[src/rtl/pcu_pkg.sv]
package pcu_pkg;
   typedef enum logic [2:0] {
      SEL_HOLD = 3'd0,
      SEL_ADV  = 3'd1,
      SEL_BR   = 3'd2,
      SEL_RETT = 3'd3,
      SEL_TRAP = 3'd4
   } pcu_sel_e;
endpackage

[src/rtl/pcu_arbiter.sv]
module pcu_arbiter
   import pcu_pkg::*;
(
   input  logic     adv,
   input  logic     br_valid,
   input  logic     trap_req,
   input  logic     rett_req,
   output pcu_sel_e sel
);
   always_comb begin
      if (trap_req)
         sel = SEL_TRAP;
      else if (rett_req)
         sel = SEL_RETT;
      else if (br_valid && adv)
         sel = SEL_BR;
      else if (adv)
         sel = SEL_ADV;
      else
         sel = SEL_HOLD;
   end
endmodule

[src/rtl/pcu_align_chk.sv]
module pcu_align_chk #(
   parameter int AW      = 32,
   parameter int AB      = 2,
   parameter bit ENABLE  = 1'b1
) (
   input  logic [AW-1:0] addr_a,
   input  logic [AW-1:0] addr_b,
   input  logic          use_b,
   output logic          bad
);
   initial begin
      if (AB < 1 || AB >= AW) $error("pcu_align_chk: AB out of range");
   end

   generate
      if (ENABLE) begin : g_check
         always_comb begin
            bad = |addr_a[AB-1:0];
            if (use_b && (|addr_b[AB-1:0]))
               bad = 1'b1;
         end
      end else begin : g_nocheck
         logic unused_ok;
         assign unused_ok = ^{addr_a, addr_b, use_b};
         assign bad = 1'b0;
      end
   endgenerate
endmodule

[src/rtl/pcu_regs.sv]
module pcu_regs
   import pcu_pkg::*;
#(
   parameter int          AW       = 32,
   parameter int          INC      = 4,
   parameter logic [31:0] RESET_PC = 32'h0
) (
   input  logic          clk,
   input  logic          rst_n,
   input  pcu_sel_e      sel,
   input  logic          reject,
   input  logic [AW-1:0] br_target,
   input  logic [AW-1:0] trap_vec,
   input  logic [AW-1:0] rett_pc,
   input  logic [AW-1:0] rett_npc,
   output logic [AW-1:0] pc,
   output logic [AW-1:0] npc
);
   localparam logic [AW-1:0] STEP  = AW'(INC);
   localparam logic [AW-1:0] PC_R  = AW'(RESET_PC);
   localparam logic [AW-1:0] NPC_R = AW'(RESET_PC) + AW'(INC);

   logic [AW-1:0] pc_d, npc_d;

   always_comb begin
      pc_d  = pc;
      npc_d = npc;
      if (!reject) begin
         unique case (sel)
            SEL_TRAP: begin pc_d = trap_vec; npc_d = trap_vec + STEP; end
            SEL_RETT: begin pc_d = rett_pc;  npc_d = rett_npc;        end
            SEL_BR:   begin pc_d = npc;      npc_d = br_target;       end
            SEL_ADV:  begin pc_d = npc;      npc_d = npc + STEP;      end
            default:  begin pc_d = pc;       npc_d = npc;             end
         endcase
      end
   end

   always_ff @(posedge clk) begin
      if (!rst_n) begin
         pc  <= PC_R;
         npc <= NPC_R;
      end else begin
         pc  <= pc_d;
         npc <= npc_d;
      end
   end
endmodule

[src/rtl/pc_pair_unit.sv]
module pc_pair_unit
   import pcu_pkg::*;
#(
   parameter int          AW          = 32,
   parameter int          ALIGN_BITS  = 2,
   parameter int          RIW         = 5,
   parameter int          SAVE_IDX_PC = 17,
   parameter int          SAVE_IDX_NPC= 18,
   parameter logic [31:0] RESET_PC    = 32'h0,
   parameter bit          CHECK_ALIGN = 1'b1
) (
   input  logic           clk,
   input  logic           rst_n,
   input  logic           adv_i,
   input  logic           br_valid_i,
   input  logic [AW-1:0]  br_target_i,
   input  logic           trap_req_i,
   input  logic [AW-1:0]  trap_vec_i,
   input  logic           rett_req_i,
   input  logic [AW-1:0]  rett_pc_i,
   input  logic [AW-1:0]  rett_npc_i,
   output logic [AW-1:0]  pc_o,
   output logic [AW-1:0]  npc_o,
   output logic           sav_we_o,
   output logic [RIW-1:0] sav0_idx_o,
   output logic [AW-1:0]  sav0_data_o,
   output logic [RIW-1:0] sav1_idx_o,
   output logic [AW-1:0]  sav1_data_o,
   output logic           align_err_o
);
   localparam int INC = 1 << ALIGN_BITS;

   initial begin
      if (AW < 8)                              $error("pc_pair_unit: AW too small");
      if (SAVE_IDX_PC  >= (1 << RIW))          $error("pc_pair_unit: SAVE_IDX_PC too wide");
      if (SAVE_IDX_NPC >= (1 << RIW))          $error("pc_pair_unit: SAVE_IDX_NPC too wide");
      if (SAVE_IDX_PC == SAVE_IDX_NPC)         $error("pc_pair_unit: save slots collide");
      if (RESET_PC % INC != 0)                 $error("pc_pair_unit: RESET_PC misaligned");
   end

   pcu_sel_e      sel;
   logic [AW-1:0] chk_a, chk_b;
   logic          chk_use_b;
   logic          bad;

   pcu_arbiter u_arb (
      .adv      (adv_i),
      .br_valid (br_valid_i),
      .trap_req (trap_req_i),
      .rett_req (rett_req_i),
      .sel      (sel)
   );

   always_comb begin
      chk_a     = '0;
      chk_b     = '0;
      chk_use_b = 1'b0;
      unique case (sel)
         SEL_TRAP: chk_a = trap_vec_i;
         SEL_RETT: begin chk_a = rett_pc_i; chk_b = rett_npc_i; chk_use_b = 1'b1; end
         SEL_BR:   chk_a = br_target_i;
         default:  chk_a = '0;
      endcase
   end

   pcu_align_chk #(.AW(AW), .AB(ALIGN_BITS), .ENABLE(CHECK_ALIGN)) u_align (
      .addr_a (chk_a),
      .addr_b (chk_b),
      .use_b  (chk_use_b),
      .bad    (bad)
   );

   pcu_regs #(.AW(AW), .INC(INC), .RESET_PC(RESET_PC)) u_regs (
      .clk       (clk),
      .rst_n     (rst_n),
      .sel       (sel),
      .reject    (bad),
      .br_target (br_target_i),
      .trap_vec  (trap_vec_i),
      .rett_pc   (rett_pc_i),
      .rett_npc  (rett_npc_i),
      .pc        (pc_o),
      .npc       (npc_o)
   );

   assign align_err_o = bad;
   assign sav_we_o    = rst_n && (sel == SEL_TRAP) && !bad;
   assign sav0_idx_o  = RIW'(SAVE_IDX_PC);
   assign sav1_idx_o  = RIW'(SAVE_IDX_NPC);
   assign sav0_data_o = pc_o;
   assign sav1_data_o = npc_o;
endmodule

[config.mk]
export PLATFORM = sky130hd
export DESIGN_NAME = pc_pair_unit
export DESIGN_NICKNAME = d
export VERILOG_FILES = /design/src/rtl/pcu_pkg.sv /design/src/rtl/pcu_arbiter.sv /design/src/rtl/pcu_align_chk.sv /design/src/rtl/pcu_regs.sv /design/src/rtl/pc_pair_unit.sv
export SDC_FILE = /design/constraint.sdc
export NUM_CORES = 1
export LEC_CHECK = 0
export BUFFER_PORTS_ARGS = -buffer_cell sky130_fd_sc_hd__buf_2
export CORE_ASPECT_RATIO = 1.75
export CORE_MARGIN = 2
export CORE_UTILIZATION = 45
export CTS_BUF_LIST = sky130_fd_sc_hd__clkbuf_8
export CTS_CLUSTER_DIAMETER = 50
export DETAILED_ROUTE_END_ITERATION = 8
export PLACE_DENSITY = 0.75
export SLEW_MARGIN = 20
export SYNTH_ARGS = -nofsm -noshare
export SYNTH_HDL_FRONTEND = slang
export SYNTH_HIERARCHICAL = 1
export SYNTH_SLANG_ARGS = --single-unit
export TNS_END_PERCENT = 30
[constraint.sdc]
create_clock -name clk -period 11.1 [get_ports clk]
set_clock_uncertainty 0.15 [all_clocks]
set_input_delay 0.555 -clock clk [delete_from_list [all_inputs] [get_ports clk]]
set_output_delay 0.555 -clock clk [all_outputs]
set_load 0.05 [all_outputs]
* After elaboration in Yosys (flattened, before gate mapping) *
Cells that the tools add are included.

word-level totals
  register bits after elaboration = 64
  input bits = 134
  output and inout port bits = 140
  logic and storage cells = 31

cells by class
  $add $sub $neg = 2
  equality and inequality tests = 4
  muxes and demuxes = 10
  bitwise logic cells = 1
  reduce and logical (&&, ||, !) cells = 12

operators with widths
  operator                                                                number
  32-bit case mux with 4 select lines                                     1
  32-bit case mux with 3 select lines                                     1
  32-bit by 3-bit adder with 32-bit output (second input constant)        2
  3-bit 2-to-1 mux                                                        3
  3-bit by 2-bit equality test with 1-bit output (second input constant)  2
  2-bit case mux with 3 select lines                                      1
  2-bit OR reduction                                                      3
  1-bit logical AND                                                       4
  2-bit AND reduction                                                     2
  4-bit nonzero test                                                      1
  3-bit by 1-bit equality test with 1-bit output (second input constant)  1
  3-bit equality test (second input constant)                             1
  1-bit 2-to-1 mux                                                        3
  3-bit nonzero test                                                      1
  2-bit 2-to-1 mux                                                        1
  1-bit logical NOT                                                       1
  1-bit NOT                                                               1

* Depth between registers and ports, before layout *
  depth after elaboration = 11
  mapped depth = 16
  mapped depth without buffers = 12

* Modules after synthesis *
The synthesis kept the hierarchy.

modules (own cells, without submodules)
  module         times used  cells each  area each (µm²)  sequential area each (µm²)
  pcu_regs       1           590         4,665.7          1,281.2
  pc_pair_unit   1           235         2,009.4          0.0
  pcu_arbiter    1           6           35.0             0.0
  pcu_align_chk  1           3           12.5             0.0

* Least setup slack after synthesis *
No wires, ideal clock.

  path type = input -> output
  start = input port br_valid_i
  end = output port sav_we_o
  arrival time = 3.732 ns
  required time = 10.395 ns
  setup slack = 6.663 ns
  cell stages on the path = 9
  cells stage by stage = a21oi_1 > nor2_1 > buf_4 > buf_6 > and4bb_2 > a211o_1 > nor2_1 > nand2_1 > nor4_1

on the way
  elaborated cells between the ends (all ways) = 17

RTL lines
  element                                                                                line                 text
  from (decl)                                                                            pc_pair_unit.sv:15   input logic br_valid_i,
  1-bit logical AND *                                                                    pcu_arbiter.sv:15    else if (br_valid && adv)
  3-bit 2-to-1 mux *                                                                     pcu_arbiter.sv:15
  3-bit 2-to-1 mux *                                                                     pcu_arbiter.sv:13    else if (rett_req)
  3-bit 2-to-1 mux *                                                                     pcu_arbiter.sv:11    if (trap_req)
  named net sel[1]                                                                       pc_pair_unit.sv:41   pcu_sel_e sel;
  3-bit by 2-bit equality test with 1-bit output or 3-bit equality test (tied branches)  pc_pair_unit.sv:58   unique case (sel)
  2-bit case mux with 3 select lines *                                                   pc_pair_unit.sv:58
  named net chk_a[1]                                                                     pc_pair_unit.sv:42   logic [AW-1:0] chk_a, chk_b;
  2-bit OR reduction *                                                                   pcu_align_chk.sv:18  bad = |addr_a[AB-1:0];
  1-bit 2-to-1 mux *                                                                     pcu_align_chk.sv:19  if (use_b && (|addr_b[AB-1:0]))
  named net align_err_o                                                                  pc_pair_unit.sv:29   output logic align_err_o
  1-bit logical NOT *                                                                    pc_pair_unit.sv:87   assign sav_we_o = rst_n && (sel == SEL_TRAP) && !bad;
  1-bit logical AND *                                                                    pc_pair_unit.sv:87
  to (decl)                                                                              pc_pair_unit.sv:24   output logic sav_we_o,

Mark *: on every way through the listed nets, which the timed path passes. The rest lies on a longest branch.

* Worst setup path in the final report *
  start = input port trap_req_i
  end = register u_regs.npc[30]

on the way
  cells in the longest elaborated chain, start to end = 8
  elaborated cells between the ends (all ways) = 16

ends and longest elaborated chain
  element                                         line                                text
  from (decl)                                     pc_pair_unit.sv:17                  input logic trap_req_i,
  3-bit 2-to-1 mux *                              pcu_arbiter.sv:11
  named net sel[0]                                pc_pair_unit.sv:41
  3-bit by 2-bit equality test with 1-bit output  pcu_regs.sv:29, pc_pair_unit.sv:58
  2-bit 2-to-1 mux                                pc_pair_unit.sv:58
  2-bit OR reduction                              pcu_align_chk.sv:19
  1-bit logical AND                               pcu_align_chk.sv:19
  1-bit 2-to-1 mux                                pcu_align_chk.sv:19
  1-bit NOT (no source line)                      -
  2-bit AND reduction (no source line)            -
  to (signal assigned)                            pcu_regs.sv:45                      npc <= npc_d;
  to (decl)                                       pcu_regs.sv:17                      output logic [AW-1:0] npc

Marked as above.
A chain may end at the register's enable or synchronous reset.

==> impl_results.md <==
- Status: completed
- Cts-stage hold buffer count: 0
- Final Worst Setup Slack: 6.35 ns
- Worst r2r path cells: 8
- Initial Util: 46.0%
- Post-CTS Setup Inserts: 0
- Routed Antenna Nets: 0
- Period utilisation layout: 42.8%
- DRT iter0 DRCs: 510
- Mapped Area: 0.00549 sq mm
- Number of I/O pins: 274
- Data arrival time of the critical path: 4.88 ns
- First-pass GRT wire length: 28.2 mm
- CTS tree: built
- Final setup viols: 0
- Worst hold stages: 3
- Worst-path clk slew: 0.08 ns
- Fin. Hold Viols: 0
- Crit path time final: 4.75 ns
- CP required: 11.23 ns
- WHS Endpoint: u_regs/npc[29]
- Slew headroom: 33.9%
- DRC Markers: 0
- Worst path max stage delay: 0.84 ns
- # H-tree levels: 3
- Critical Path Start Type: primary input
- Critical path class: in2reg
- Core footprint: 0.0119 sq mm
- Row count: 53
- CTS Sinks: 64
- Via/cell ratio: 6.01
- # port buffers: 263
- Met2 Resource Use GR: 46.9%
- Clock Latency Late Sink: 0.36 ns
- Commonest non-fill, non-tap cells in the layout: buf_2, nand2_1, dfxtp_1, o21ai_0, o221ai_1
- Die width: 87.5 um
- Most Crowded Layer GR: met2
- Die height: 150 um
- CP max stage cell: or3b_4
- CP cell instances: buf_2, a21oi_2, or3b_4, nand2_1, nand2_1, ha_1, or4b_2, a222oi_1, nand2_1, xnor2_1, o32ai_1
- Worst Setup SP: trap_req_i
- Routed WL: 19.0 mm
- Design Power: 0.980 mW
- Area growth from synthesis to layout: 18.0%
- CTS-repair resized insts: 0
- Die ar.: 0.0131 sq mm
- Met1 Use GR: 33.8%
- Unrepaired setup endpoints after global routing: no
- Hold Path Class: in2reg
- Initial antenna violation count: 0
- Routed length per instance: 19.1 um
- Grt total ovfl: 0
- VDD IR max: 0.0776 mV
- CP top delay family: simple AND/OR/NAND/NOR gates
- Nets@finish: 985
- Pre-CTS worst setup slack: 6.03 ns
- Crit path max fanout: 52
- Largest net degree at the start of global routing: 71
- WP buf/inv: 1
- Tot GR Track Use: 27.4%
- P per Cell Area: 151 mW/mm^2
- Hold wc startpoint: br_target_i[29]
- Total CTS buffers: 9
- DP HPWL: 13.6 mm
- Post-Syn Area per Cell: 7.81 sq um
- Share of layout cells above drive strength 1: 36.3%
- Final Max Tran Viols: 0
- CTS Buffer Depth: 2
- M3 GR Usage: 3.75%
- Leakage Power: 3.02 nW
- Number of global-route vias before repair: 5401
- Placer Congestion: 0.922
- R2R Path End: u_regs/npc[30]
- Worst hold slack: 0.325 ns
- Worst R2R Setup Slack: 8.02 ns
- Yosys Warn Count: 6
- Cells after synthesis: 702
- Fin util: 54.2%
- Most numerous cell on the critical path: nand2_1
- Cell at the root of the clock tree: clkbuf_8
- FMAX: 0.211 GHz
- Worst slew pin tran: 0.992 ns
- Vias post-DR: 5965
- Worst r2r src: u_regs/npc[2]
- Max Cap Viol: 0
- Endpoint class of the critical path: flop
- Most common cell after layout, fill and taps aside: buf_2
- First-pass detailed-route iteration total: 7
- Setup TNS Final: 0 ns
## metrics by stage
step	instances	cell area [sq um]
after global routing	992	6470
after detailed placement	976	6220
after floorplan	710	5520
final	993	6470
after CTS	992	6470
after global placement	976	6220
## power by group
part / leakage (nW) / switching (mW) / total, mW / internal [mW]
logic: 2.37 / 0.317 / 0.432 / 0.115
registers: 0.527 / 0.0408 / 0.297 / 0.256
clock network: 0.119 / 0.102 / 0.252 / 0.149
total: 3.02 / 0.460 / 0.980 / 0.521
## worst max-delay path by stage
stage,depth (start not counted),end
3_5_place_dp,11,u_regs/npc[30]
3_3_place_gp,11,u_regs/npc[30]
6_report,11,u_regs/npc[30]
4_1_cts,11,u_regs/npc[30]
5_1_grt,11,u_regs/npc[30]
2_1_floorplan,9,sav_we_o
## layout make-up
class,instances,area [sq um]
inverters,2,7.51
multi-input cells,499,3370
repair buffers,274,1400
well taps,137,171
clock inverters,7,120
flip-flops and latches,64,1280
diodes,1,2.50
clock buffers,9,124
fillers,1215,5470
## layer usage
layer	part of all wire (%)	vias up
met5	0	-
met4	2.8	0
met3	5.8	33
met2	51	277
met1	40	2799
li1	-	2856
## state kept, by name, indices dropped and copies added (netlist names)
name	cells
u_regs/npc	32
u_regs/pc	32
## worst reg2reg max path, delay by kind of cell, from the launching register on
family / cells / cell delay, ns
flip-flops: 1 / 0.53
AO/OA/AOI/OAI: 2 / 0.88
adder cells (fa/ha/maj): 1 / 0.32
XOR/XNOR: 1 / 0.15
AND/OR/NAND/NOR: 4 / 0.97
No activity file was read; power rests on OpenSTA's default activity.
